**src/rtl/lsteer_pkg.sv**
```systemverilog
package lsteer_pkg;

  typedef enum logic [1:0] {
    SRC_LO   = 2'd0,
    SRC_HI   = 2'd1,
    SRC_ATTR = 2'd2,
    SRC_FF   = 2'd3
  } lane_src_e;

  typedef struct packed {
    logic      lo_rd;
    logic      lo_wr;
    logic      hi_rd;
    logic      hi_wr;
    logic      attr;
    logic      drv_lo;
    logic      drv_hi;
    lane_src_e src_lo;
    lane_src_e src_hi;
    logic      xfer;
    logic      wr_cyc;
    logic      narrow;
  } steer_t;

  localparam steer_t STEER_IDLE = '{
    lo_rd: 1'b0, lo_wr: 1'b0, hi_rd: 1'b0, hi_wr: 1'b0, attr: 1'b0,
    drv_lo: 1'b0, drv_hi: 1'b0, src_lo: SRC_FF, src_hi: SRC_FF,
    xfer: 1'b0, wr_cyc: 1'b0, narrow: 1'b0
  };

endpackage

```
**src/rtl/lsteer_strobe_dec.sv**
```systemverilog
module lsteer_strobe_dec
  import lsteer_pkg::*;
(
  input  logic   en_even_n,
  input  logic   en_odd_n,
  input  logic   byte_hi,
  input  logic   rd_strb_n,
  input  logic   wr_strb_n,
  input  logic   attr_space_n,
  input  logic   wr_lock,
  input  logic   in_range,
  output steer_t steer
);

  logic any_en, rd, wr, word, narrow, odd_only, want_lo, want_hi, flash;

  always_comb begin
    any_en   = ~en_even_n | ~en_odd_n;
    rd       = any_en & ~rd_strb_n & wr_strb_n;
    wr       = any_en & ~wr_strb_n & rd_strb_n;
    word     = ~en_even_n & ~en_odd_n;
    narrow   = ~en_even_n & en_odd_n;
    odd_only = en_even_n & ~en_odd_n;
    want_lo  = word | (narrow & ~byte_hi);
    want_hi  = word | (narrow & byte_hi) | odd_only;
    flash    = attr_space_n & in_range;

    steer        = STEER_IDLE;
    steer.lo_rd  = rd & flash & want_lo;
    steer.hi_rd  = rd & flash & want_hi;
    steer.lo_wr  = wr & flash & want_lo & ~wr_lock;
    steer.hi_wr  = wr & flash & want_hi & ~wr_lock;
    steer.attr   = ~attr_space_n & (rd | wr);
    steer.drv_lo = rd & ~en_even_n;
    steer.drv_hi = rd & ~en_odd_n;
    steer.xfer   = rd | wr;
    steer.wr_cyc = wr;
    steer.narrow = narrow;

    if (!attr_space_n) begin
      steer.src_lo = (narrow & byte_hi) ? SRC_FF : SRC_ATTR;
      steer.src_hi = SRC_FF;
    end else if (!in_range) begin
      steer.src_lo = SRC_FF;
      steer.src_hi = SRC_FF;
    end else begin
      steer.src_lo = (narrow & byte_hi) ? SRC_HI : SRC_LO;
      steer.src_hi = SRC_HI;
    end
  end

endmodule

```
**src/rtl/lsteer_pair_sel.sv**
```systemverilog
module lsteer_pair_sel #(
  parameter int ADDR_W    = 26,
  parameter int PAIR_LOG2 = 21,
  parameter int NUM_PAIRS = 10
) (
  input  logic [ADDR_W-1:0]    addr,
  output logic [NUM_PAIRS-1:0] hit,
  output logic                 in_range
);

  localparam int IDX_W = ADDR_W - PAIR_LOG2;

  logic [IDX_W-1:0] idx;
  assign idx = addr[ADDR_W-1:PAIR_LOG2];

  for (genvar p = 0; p < NUM_PAIRS; p++) begin : g_pair
    assign hit[p] = (idx == IDX_W'(p));
  end

  assign in_range = |hit;

endmodule

```
**src/rtl/lsteer_data_route.sv**
```systemverilog
module lsteer_data_route
  import lsteer_pkg::*;
(
  input  lane_src_e   src_lo,
  input  lane_src_e   src_hi,
  input  logic        drv_lo,
  input  logic        drv_hi,
  input  logic [7:0]  lo_rdata,
  input  logic [7:0]  hi_rdata,
  input  logic [7:0]  attr_rdata,
  input  logic        narrow,
  input  logic [15:0] host_d_in,
  output logic [15:0] host_d_out,
  output logic [7:0]  wd_lo,
  output logic [7:0]  wd_hi
);

  for (genvar g = 0; g < 2; g++) begin : g_lane
    lane_src_e  sel;
    logic       drv;
    logic [7:0] byte_v;
    assign sel = (g == 0) ? src_lo : src_hi;
    assign drv = (g == 0) ? drv_lo : drv_hi;
    always_comb begin
      case (sel)
        SRC_LO:   byte_v = lo_rdata;
        SRC_HI:   byte_v = hi_rdata;
        SRC_ATTR: byte_v = attr_rdata;
        default:  byte_v = 8'hFF;
      endcase
    end
    assign host_d_out[g*8 +: 8] = drv ? byte_v : 8'h00;
  end

  assign wd_lo = host_d_in[7:0];
  assign wd_hi = narrow ? host_d_in[7:0] : host_d_in[15:8];

endmodule

```
**src/rtl/lane_steer.sv**
```systemverilog
module lane_steer
  import lsteer_pkg::*;
#(
  parameter int ADDR_W    = 26,
  parameter int PAIR_LOG2 = 21,
  parameter int NUM_PAIRS = 10
) (
  input  logic                   clk,
  input  logic                   rst_n,
  input  logic [ADDR_W-1:0]      host_addr,
  input  logic                   en_even_n,
  input  logic                   en_odd_n,
  input  logic                   rd_strb_n,
  input  logic                   wr_strb_n,
  input  logic                   attr_space_n,
  input  logic                   wr_lock,
  input  logic [15:0]            host_d_in,
  output logic [15:0]            host_d_out,
  output logic                   host_oe_lo,
  output logic                   host_oe_hi,
  output logic [NUM_PAIRS-1:0]   pair_cs_n,
  output logic [PAIR_LOG2-2:0]   dev_addr,
  output logic                   lo_rden_n,
  output logic                   lo_wren_n,
  output logic                   hi_rden_n,
  output logic                   hi_wren_n,
  output logic [7:0]             lo_wdata,
  output logic [7:0]             hi_wdata,
  input  logic [7:0]             lo_rdata,
  input  logic [7:0]             hi_rdata,
  output logic                   attr_sel_n,
  input  logic [7:0]             attr_rdata
);

  localparam int DA_W = PAIR_LOG2 - 1;

  steer_t               steer_w, steer_d, steer_q;
  logic [NUM_PAIRS-1:0] hit_w, cs_n_d, cs_n_q;
  logic                 in_range_w, dev_any;
  logic [DA_W-1:0]      addr_d, addr_q;
  logic [7:0]           wd_lo_w, wd_hi_w, wd_lo_d, wd_hi_d, wd_lo_q, wd_hi_q;
  logic [15:0]          unused_d;

  lsteer_pair_sel #(
    .ADDR_W(ADDR_W), .PAIR_LOG2(PAIR_LOG2), .NUM_PAIRS(NUM_PAIRS)
  ) u_pair_sel (
    .addr(host_addr), .hit(hit_w), .in_range(in_range_w)
  );

  lsteer_strobe_dec u_dec (
    .en_even_n(en_even_n), .en_odd_n(en_odd_n), .byte_hi(host_addr[0]),
    .rd_strb_n(rd_strb_n), .wr_strb_n(wr_strb_n),
    .attr_space_n(attr_space_n), .wr_lock(wr_lock),
    .in_range(in_range_w), .steer(steer_w)
  );

  // write path uses the live decode; read path uses the registered one
  lsteer_data_route u_wr_route (
    .src_lo(steer_w.src_lo), .src_hi(steer_w.src_hi),
    .drv_lo(1'b0), .drv_hi(1'b0),
    .lo_rdata(8'h00), .hi_rdata(8'h00), .attr_rdata(8'h00),
    .narrow(steer_w.narrow), .host_d_in(host_d_in),
    .host_d_out(unused_d), .wd_lo(wd_lo_w), .wd_hi(wd_hi_w)
  );

  logic [7:0] rd_wd_lo_unused, rd_wd_hi_unused;

  lsteer_data_route u_rd_route (
    .src_lo(steer_q.src_lo), .src_hi(steer_q.src_hi),
    .drv_lo(steer_q.drv_lo), .drv_hi(steer_q.drv_hi),
    .lo_rdata(lo_rdata), .hi_rdata(hi_rdata), .attr_rdata(attr_rdata),
    .narrow(1'b0), .host_d_in(16'h0000),
    .host_d_out(host_d_out), .wd_lo(rd_wd_lo_unused), .wd_hi(rd_wd_hi_unused)
  );

  // next state
  always_comb begin
    steer_d = steer_w;
    dev_any = steer_w.lo_rd | steer_w.lo_wr | steer_w.hi_rd | steer_w.hi_wr;
    cs_n_d  = ~(hit_w & {NUM_PAIRS{dev_any}});
    addr_d  = steer_w.xfer ? host_addr[PAIR_LOG2-1:1] : addr_q;
    wd_lo_d = steer_w.wr_cyc ? wd_lo_w : wd_lo_q;
    wd_hi_d = steer_w.wr_cyc ? wd_hi_w : wd_hi_q;
  end

  // registers
  always_ff @(posedge clk or negedge rst_n) begin
    if (!rst_n) begin
      steer_q <= STEER_IDLE;
      cs_n_q  <= '1;
      addr_q  <= '0;
      wd_lo_q <= '0;
      wd_hi_q <= '0;
    end else begin
      steer_q <= steer_d;
      cs_n_q  <= cs_n_d;
      addr_q  <= addr_d;
      wd_lo_q <= wd_lo_d;
      wd_hi_q <= wd_hi_d;
    end
  end

  assign host_oe_lo = steer_q.drv_lo;
  assign host_oe_hi = steer_q.drv_hi;
  assign pair_cs_n  = cs_n_q;
  assign dev_addr   = addr_q;
  assign lo_rden_n  = ~steer_q.lo_rd;
  assign lo_wren_n  = ~steer_q.lo_wr;
  assign hi_rden_n  = ~steer_q.hi_rd;
  assign hi_wren_n  = ~steer_q.hi_wr;
  assign lo_wdata   = wd_lo_q;
  assign hi_wdata   = wd_hi_q;
  assign attr_sel_n = ~steer_q.attr;

  assert_cs_onehot_R9: assert property (@(posedge clk) disable iff (!rst_n)
    $onehot0(~pair_cs_n));

  assert_lock_blocks_R7: assert property (@(posedge clk) disable iff (!rst_n)
    wr_lock |=> (lo_wren_n && hi_wren_n));

  assert_standby_quiet_R2: assert property (@(posedge clk) disable iff (!rst_n)
    (en_even_n && en_odd_n) |=> (!host_oe_lo && !host_oe_hi && lo_rden_n &&
      hi_rden_n && lo_wren_n && hi_wren_n && attr_sel_n && (&pair_cs_n)));

  assert_strobe_clash_R8: assert property (@(posedge clk) disable iff (!rst_n)
    (rd_strb_n == wr_strb_n) |=> (lo_rden_n && hi_rden_n && lo_wren_n &&
      hi_wren_n && attr_sel_n && !host_oe_lo && !host_oe_hi));

  assert_lane_excl_R6: assert property (@(posedge clk) disable iff (!rst_n)
    !((!lo_rden_n && !lo_wren_n) || (!hi_rden_n && !hi_wren_n)));

  assert_attr_hi_invalid_R10: assert property (@(posedge clk) disable iff (!rst_n)
    (!attr_space_n && !en_odd_n && !rd_strb_n && wr_strb_n) |=>
      (host_d_out[15:8] == 8'hFF));

  assert_attr_no_flash_R10: assert property (@(posedge clk) disable iff (!rst_n)
    !attr_space_n |=> ((&pair_cs_n) && lo_rden_n && hi_rden_n));

endmodule

```
**config.mk**
```make
export PLATFORM = sky130hd
export DESIGN_NAME = lane_steer
export DESIGN_NICKNAME = d
export VERILOG_FILES = /design/src/rtl/lsteer_pkg.sv /design/src/rtl/lsteer_strobe_dec.sv /design/src/rtl/lsteer_pair_sel.sv /design/src/rtl/lsteer_data_route.sv /design/src/rtl/lane_steer.sv
export SDC_FILE = /design/constraint.sdc
export NUM_CORES = 1
export LEC_CHECK = 0
export BUFFER_PORTS_ARGS = -buffer_cell sky130_fd_sc_hd__buf_2
export CAP_MARGIN = 0
export CORE_UTILIZATION = 47
export DETAILED_ROUTE_END_ITERATION = 12
export PLACE_DENSITY = 0.95
export SYNTH_ARGS = -nofsm -noshare
export SYNTH_HDL_FRONTEND = slang
export SYNTH_SLANG_ARGS = --single-unit
```
**constraint.sdc**
```tcl
create_clock -name clk -period 3 [get_ports clk]
set_input_delay 0.6 -clock clk [delete_from_list [all_inputs] [get_ports clk]]
set_output_delay 0.6 -clock clk [all_outputs]
set_load 0.005 [all_outputs]
```
==> out/results.ini, run 1 <==
[worst_setup_path]
critPathKind = reg -> out
ff2ff_path_depth = 1
required_ns = 2.40
path_cells = mux2i_1, o21ai_0, and2_1, buf_2
cp-startpoint = steer_q[6]
crit_buf_inv = 1
r2r_slack_ns = 2.22
arrival_ns = 1.72
max_stage_delay_ns = 0.83
end_kind = output pin
slowest_stage = dfstp_2
path_max_fanout = 24
cp-start-kind = register
rr_endpoint = dev_addr[9]
r2r-start = dev_addr[9]
cp_top_family = flip-flops

[job]
max_cap_viol_count = 0

[global_route]
overflow = 0
track_usage_pct = 19.5
antenna_found_initial = 0
grt_max_degree = 52
grt_pass1_vias = 1992
grt_pass1_wl_microns = 8220

[power]
ir_worst_vdd_mv = 0.287
power.leakage_nw = 1.69
p_per_area_nw_per_um2 = 486
power_mw = 1.62

[placed_design]
gp_congestion = 0.777
place_ws_ns = 0.932
hpwl_microns = 4310
dp_cells = 410
numPortBuffers = 142

[detailed_routing]
drt_iter0_drc = 100
wl_per_cell_microns = 13.4
antenna_left = 0
drc = 0
viasPerCell = 5.07
routed_wl_microns = 5610
vias = 2119
firstDrtPassIters = 4

[floorplan]
rows = 26
die-width_microns = 75.0
fp.coreArea_sq_um = 5110
die_area_sq_um = 5620
die_h_microns = 75.0
initial_core_util_pct = 49.0
io_pins = 143

[final_layout]
layout.nets = 421
area_delta_synth_final_pct = 33.3
fillers = 393
instances_no_fill = 418
drive_gt1_share_pct = 56.3
post-route-util_pct = 65.3
num_antenna_cells = 0

[clocking]
cts.sinks = 55
tritoncts = built
ctsHoldBuffers = 0
clkLatencyLatePin_ns = 0.30
post_cts_resized = 0
numCtsBuffers = 5
cts-root-buf = clkbuf_8
clkTransAtPathRegs_ns = 0.10
h-tree-depth = 2
cts_buffer_depth = 2
post-cts-setup-buffers = 0

[yosys]
async_reset_ff_share_pct = 100
synth.distinct_cells = 33
syn_area_sq_um = 2500
ys_seq_area_share_pct = 55.6
synth_edf_count = 0
avgSynthCellArea_sq_um = 12.0
ys_ff_latch = 55
ys.flop_type = dfrtp_1
ys.warnings.count = 0
synthCells = 208
synth_nets = 282

[sta]
min_period_ns = 2.32
worst_pin_slew_ns = 1.07
setup_tns_ns = 0
setup_viol = 0
fin_ws_ns = 0.682
hold_violations = 0
finClkSkew_ns = 0
max_slew_margin_pct = 28.8
rsz0062_at_grt = no
max_freq_mhz = 431
fin_crit_sh_pct = 77.3
slew_viol_final = 0

[run_status]
status = finished clean

[worst_hold_path]
hold_class = in -> async

-- final cells by class --
| cell class | count | area (sq um) | area share, % |
|---|---|---|---|
| well taps | 70 | 87.6 | 2.63 |
| clock inverters | 3 | 22.5 | 0.676 |
| clock buffers | 5 | 68.8 | 2.06 |
| flip-flops and latches | 55 | 1390 | 41.7 |
| multi-input cells | 132 | 1000 | 30.1 |
| inverters | 9 | 33.8 | 1.01 |
| repair buffers | 144 | 726 | 21.8 |
-- kinds of logic after synthesis --
logic type	Yosys count	synth area share (%)
AOI/OAI and AO/OA	47	11.7
buffers and inverters	21	4.25
DFF	55	55.6
muxes	44	19.0
and+or+nand+nor	41	9.45
-- state kept, by name, summed over array words and instances, names as in the netlist --
register	count
dev_addr	20
hi_wdata	8
host_oe_hi	1
host_oe_lo	1
lo_wdata	8
pair_cs_n	10
steer_q	7
-- cell usage in the layout (no fill, tap or decap), types with 6 or more instances in the layout --
master     n
dfstp_2   12
o21ai_0   17
mux2i_1   16
dfrtp_1   43
o21a_1     8
and2_1     9
buf_2    142
a21oi_1    9
a31oi_1    8
nand4_1    6
mux2_2    28
inv_1      9
-- metal layers --
layer  global-route usage, %  vias to the layer above  wire length, microns
met5                       0                        -                     0
met4                    6.08                        0                    68
met3                    4.28                        6                   454
met2                    38.9                       99                  3010
met1                    19.8                     1001                  2080
li1                        -                     1013                     -
-- stage by stage --
step / area [sq um] / hold slack (ns)
2_1_floorplan: 2500 / 0.304
5_1_grt: 3330 / 0.497
3_3_place_gp: 3240 / 0.482
4_1_cts: 3330 / 0.484
6_report: 3330 / 0.477
3_5_place_dp: 3240 / 0.490
-- report_power, final --
part           total [mW]  internal, mW  switching, mW
sequential          0.883         0.830         0.0529
clock               0.402         0.168          0.234
combinational       0.336         0.187          0.149
-- Yosys cell counts, drive strengths merged, types with 2 or more instances --
master	number	area, sq um
nor2b	2	15.0
dfrtp	43	1080
or3	2	12.5
nand4	6	37.5
clkbuf	3	11.3
and2	9	56.3
mux2	28	315
dfstp	12	315
nand3	2	10.0
nor2	5	18.8
a21oi	9	45.0
nor3	2	10.0
o21a	8	60.1
nor4	2	12.5
mux2i	16	160
buf	9	61.3
nand2	6	27.5
nand2b	2	12.5
a31oi	8	50.1
inv	9	33.8
o21ai	18	101
-- how the worst max path moves through the flow --
| stage | endpoint | slack [ns] | cells after the start |
|---|---|---|---|
| detailed placement | dev_addr[15] | 0.93 | 4 |
| finish | host_d_out[0] | 0.68 | 4 |
| global route | host_d_out[0] | 0.56 | 4 |
| floorplan | host_d_out[3] | 1.13 | 5 |
| global placement | dev_addr[16] | 1.01 | 4 |
| CTS | host_d_out[5] | 0.69 | 4 |
No activity file was read; power rests on OpenSTA's default activity.
==> run 2: changes to the inputs <==
--- a/config.mk
+++ b/config.mk
@@ -7,9 +7,9 @@
 export LEC_CHECK = 0
 export BUFFER_PORTS_ARGS = -buffer_cell sky130_fd_sc_hd__buf_2
 export CAP_MARGIN = 0
-export CORE_UTILIZATION = 47
+export CORE_UTILIZATION = 40
 export DETAILED_ROUTE_END_ITERATION = 12
-export PLACE_DENSITY = 0.95
+export PLACE_DENSITY = 0.87
 export SYNTH_ARGS = -nofsm -noshare
 export SYNTH_HDL_FRONTEND = slang
 export SYNTH_SLANG_ARGS = --single-unit
==> constraint.sdc (replaced) <==
create_clock -name clk -period 2 [get_ports clk]
set_input_delay 0.4 -clock clk [delete_from_list [all_inputs] [get_ports clk]]
set_output_delay 0.4 -clock clk [all_outputs]
set_load 0.005 [all_outputs]
==> out/results.ini, run 2 (synthesized netlist as in run 1, its figures left out) <==
[worst_hold_path]
hold_class = in -> reg
min_from = wr_lock

[worst_setup_path]
cp-start-kind = register
end_kind = output pin
arrival_ns = 1.63
r2r-start = lo_wdata[3]
path_max_fanout = 6
critPathKind = reg -> out
required_ns = 1.60
cp-startpoint = steer_q[6]

[sta]
hold_slack_ns = 0.304
worst_pin_slew_ns = 0.484
rsz0062_at_grt = yes
max_slew_margin_pct = 67.7
finClkSkew_ns = 0
max_freq_mhz = 493
min_period_ns = 2.03
fin_crit_sh_pct = 101
setup_viol = 2
hold_violations = 0
slew_viol_final = 0
fin_ws_ns = -0.0280

[final_layout]
layout.nets = 429
drive_gt1_share_pct = 57.3
design_area_sq_um = 3450
num_antenna_cells = 0
layout_commonest_cell = buf_2
instances_no_fill = 431
mostFrequentLayoutCells = buf_2 (142), dfrtp_1 (43), mux2_2 (28)
fillers = 520
area_delta_synth_final_pct = 37.9
largest_register_ffs = 20

[run_status]
status = finished with violations
violations = negative setup slack

[global_route]
grt_pass1_wl_microns = 8700
antenna_found_initial = 0
track_usage_pct = 17.7
grt_pass1_vias = 1979
overflow = 0
grt_max_degree = 28

[power]
comb_power_share_pct = 21.4
swShare_pct = 25.9
ir_worst_vdd_mv = 0.529
seqPwrFrac_pct = 52.5
internal_power_mw = 1.86
net-switching-power_mw = 0.650
p_per_area_nw_per_um2 = 728
power.leakage_nw = 1.74
clockPowerShare_pct = 26.1

[floorplan]
fp.coreArea_sq_um = 5990
die_area_sq_um = 6570
die-width_microns = 81.1
rows = 28
die_h_microns = 81.1
io_pins = 143
initial_core_util_pct = 41.8

[placed_design]
hpwl_microns = 4590
numPortBuffers = 142
gp_congestion = 0.863
dpl_cell_area_sq_um = 3280
place_ws_ns = 0.184
dp_cells = 418

[clocking]
cts-root-buf = clkbuf_8
tritoncts = built
clkLatencyLatePin_ns = 0.29
cts_buffer_depth = 2
h-tree-depth = 2
clkTransAtPathRegs_ns = 0.10
numCtsBuffers = 5
cts.sinks = 55

[detailed_routing]
viasPerCell = 5.01
antenna_left = 0
routed_wl_microns = 5880
wl_per_cell_microns = 13.6
drc = 0
firstDrtPassIters = 4
vias = 2159
drt_iter0_drc = 43

[job]
max_cap_viol_count = 0

[run 2: cell types whose count changed in the layout (fill, tap and decap cells not counted), sizes merged]
cell / change
buf: +7
clkbuf: +2
clkinv: -2
dlygate4sd3: +1
[run 2: through the flow]
stage                     util (%)  total power, mW  TNS [ns]
final                         57.6             2.51   -0.0471
after global routing          57.6             2.66    -0.634
after CTS                     57.5             2.55   -0.0535
after detailed placement      54.8             1.87         0
after global placement        54.8             1.84         0
after floorplan                  -             1.58         0
[run 2: routing by layer]
metal	part of all wire [%]	vias up	track usage, %
met2	53	100	34.5
met5	0	-	0
met3	8.5	12	5.06
li1	-	1034	-
met1	36	1013	17.9
met4	2.0	0	5.71
[run 2: what timing repair did]
item,in CTS,in global routing
hold buffers,1,0
setup buffers,4,0
resized for setup,5,6
endpoints found under the hold margin,8,0
endpoints found under the setup margin,8,8
cloned,0,0
[run 2: power groups by stage]
| stage | clock network, mW | registers [mW] | logic, mW |
|---|---|---|---|
| detailed placement | 0 | 1.34 | 0.525 |
| global route | 0.722 | 1.34 | 0.598 |
| CTS | 0.684 | 1.32 | 0.542 |
| floorplan | 0 | 1.34 | 0.238 |
| global placement | 0 | 1.33 | 0.507 |
| finish | 0.656 | 1.32 | 0.537 |
[run 2: cell type report]
cell class / instances / area (sq um) / area share, %
Clock buffer: 7 / 96.3 / 2.79
Clock inverter: 1 / 6.26 / 0.181
Inverter: 9 / 33.8 / 0.979
Multi-Input combinational cell: 132 / 1010 / 29.2
Sequential cell: 55 / 1400 / 40.4
Tap cell: 75 / 93.8 / 2.72
Timing Repair Buffer: 152 / 817 / 23.7
[run 2: critical path: stages (launching register included)]
cell,delay [ns]
dfstp_4,0.66
buf_6,0.13
mux2i_2,0.21
o21ai_1,0.07
and2_1,0.15
buf_2,0.12
[run 2: path summary, 6_finish.rpt]
kind / to / slack (ns) / cells after the start
worst max-delay path: host_d_out[3] / -0.03 / 5
worst min-delay path: steer_q[12] / 0.30 / 2
worst max register to register: lo_wdata[3] / 1.21 / 1
worst min register to register: dev_addr[8] / 0.51 / 1
max in group asynchronous: pair_cs_n[8] / 0.92 / 3
min in group asynchronous: hi_wdata[4] / 0.48 / 2
==> run 3: changes to the inputs <==
--- a/config.mk
+++ b/config.mk
@@ -7,9 +7,12 @@
 export LEC_CHECK = 0
 export BUFFER_PORTS_ARGS = -buffer_cell sky130_fd_sc_hd__buf_2
 export CAP_MARGIN = 0
+export CORE_MARGIN = 5
 export CORE_UTILIZATION = 40
 export DETAILED_ROUTE_END_ITERATION = 12
 export PLACE_DENSITY = 0.87
+export SKIP_LAST_GASP = 1
+export SLEW_MARGIN = 5
 export SYNTH_ARGS = -nofsm -noshare
 export SYNTH_HDL_FRONTEND = slang
 export SYNTH_SLANG_ARGS = --single-unit
==> out/results.ini, run 3 (synthesized netlist as in run 1, its figures left out) <==
[power]
clockPowerShare_pct = 27.0
net-switching-power_mw = 0.645
swShare_pct = 25.4
internal_power_mw = 1.90
seqPwrFrac_pct = 51.9
ir_worst_vdd_mv = 0.482
power.leakage_nw = 1.74
comb_power_share_pct = 21.1
p_per_area_nw_per_um2 = 739

[worst_setup_path]
cp-start-kind = register
required_ns = 1.60
end_kind = output pin
critPathKind = reg -> out
ff2ff_path_depth = 1
slowest_stage = dfstp_4
arrival_ns = 1.61
path_cells = buf_6, mux2i_1, o21ai_1, and2_1, buf_2
max_stage_delay_ns = 0.67
path_max_fanout = 6
r2r-start = lo_wdata[0]
r2r_slack_ns = 1.22
rr_endpoint = lo_wdata[0]

[floorplan]
rows = 28
fp.coreArea_sq_um = 5990
io_pins = 143
die_h_microns = 89.1
die-width_microns = 89.1
die_area_sq_um = 7930
initial_core_util_pct = 41.8

[sta]
fin_ws_ns = -0.0133
fin_crit_sh_pct = 101
hold_violations = 0
slew_viol_final = 0
setup_tns_ns = -0.0245
min_period_ns = 2.01
finClkSkew_ns = 0
rsz0062_at_grt = yes
max_slew_margin_pct = 60.7
worst_pin_slew_ns = 0.589
max_freq_mhz = 497
setup_viol = 3

[placed_design]
gp_congestion = 0.767
place_ws_ns = 0.126
numPortBuffers = 142
hpwl_microns = 5220
dp_cells = 417

[final_layout]
layout_commonest_cell = buf_2
seqCellArea_sq_um = 1400
layout.nets = 427
instances_no_fill = 429
largest_register_ffs = 20
area_delta_synth_final_pct = 37.6
mostFrequentLayoutCells = buf_2 (142), dfrtp_1 (43), mux2_2 (28)
num_antenna_cells = 0
multiInputGateArea_sq_um = 1000
post-route-util_pct = 57.5
drive_gt1_share_pct = 57.1
fillers = 520

[clocking]
clkTransAtPathRegs_ns = 0.09
cts.sinks = 55
clkLatencyLatePin_ns = 0.29
tritoncts = built
cts-root-buf = clkbuf_8
ctsHoldBuffers = 0
numCtsBuffers = 5
cts_buffer_depth = 2
h-tree-depth = 2

[detailed_routing]
firstDrtPassIters = 4
routed_wl_microns = 6580
drc = 0
vias = 2157
antenna_left = 0
viasPerCell = 5.03
drt_iter0_drc = 74
wl_per_cell_microns = 15.3

[worst_hold_path]
hold_class = in -> async

[global_route]
grt_pass1_wl_microns = 10400
track_usage_pct = 16.8
antenna_found_initial = 0
grt_pass1_vias = 2223
grt_max_degree = 31
overflow = 0

[run_status]
status = finished with violations
violations = negative setup slack

[job]
max_cap_viol_count = 0

run 3: power by group through the flow:
| stage | logic, mW | clock network (mW) | registers (mW) |
|---|---|---|---|
| global route | 0.602 | 0.770 | 1.34 |
| global placement | 0.516 | 0 | 1.33 |
| CTS | 0.548 | 0.719 | 1.32 |
| floorplan | 0.238 | 0 | 1.34 |
| detailed placement | 0.531 | 0 | 1.34 |
| finish | 0.537 | 0.687 | 1.32 |
run 3: worst max path at each step:
stage / from / to / slack [ns]
after floorplan: steer_q[6] / host_d_out[3] / 0.33
after global placement: steer_q[6] / host_d_out[2] / 0.27
after global routing: steer_q[6] / host_d_out[6] / -0.10
final: steer_q[6] / host_d_out[1] / -0.01
after CTS: steer_q[6] / host_d_out[2] / -0.02
after detailed placement: steer_q[6] / host_d_out[0] / 0.13
run 3: layer usage:
metal  vias up  global-route usage [%]  part of all wire, %
li1       1029                       -                    -
met1      1015                    18.5                   34
met2       107                    31.7                   52
met3         6                    4.98                   12
met4         0                    3.92                 0.94
met5         -                       0                    0
run 3: critical path, delay by kind of cell (launching register included):
kind,cells,cell delay (ns)
flops,1,0.67
compound gates,1,0.07
simple gates,1,0.15
mux,1,0.18
buf+inv,2,0.26
run 3: timing repair:
action / in CTS / in global routing
endpoints found under the setup margin: 8 / 8
resized for setup: 6 / 5
buffers inserted: 4 / 0
run 3: area by class of cell:
| class | count | share of cell area (%) |
|---|---|---|
| clock inverters | 1 | 0.145 |
| multi-input cells | 132 | 29.2 |
| flip-flops and latches | 55 | 40.5 |
| repair buffers | 150 | 23.3 |
| inverters | 9 | 0.981 |
| well taps | 75 | 2.73 |
| clock buffers | 7 | 3.13 |
run 3: per-stage QoR:
stage	hold WS (ns)	cell area [sq um]	total power, mW
2_1_floorplan	0.104	2500	1.58
3_3_place_gp	0.427	3280	1.85
3_5_place_dp	0.441	3280	1.87
4_1_cts	0.104	3440	2.59
5_1_grt	0.123	3440	2.71
6_report	0.0936	3440	2.54
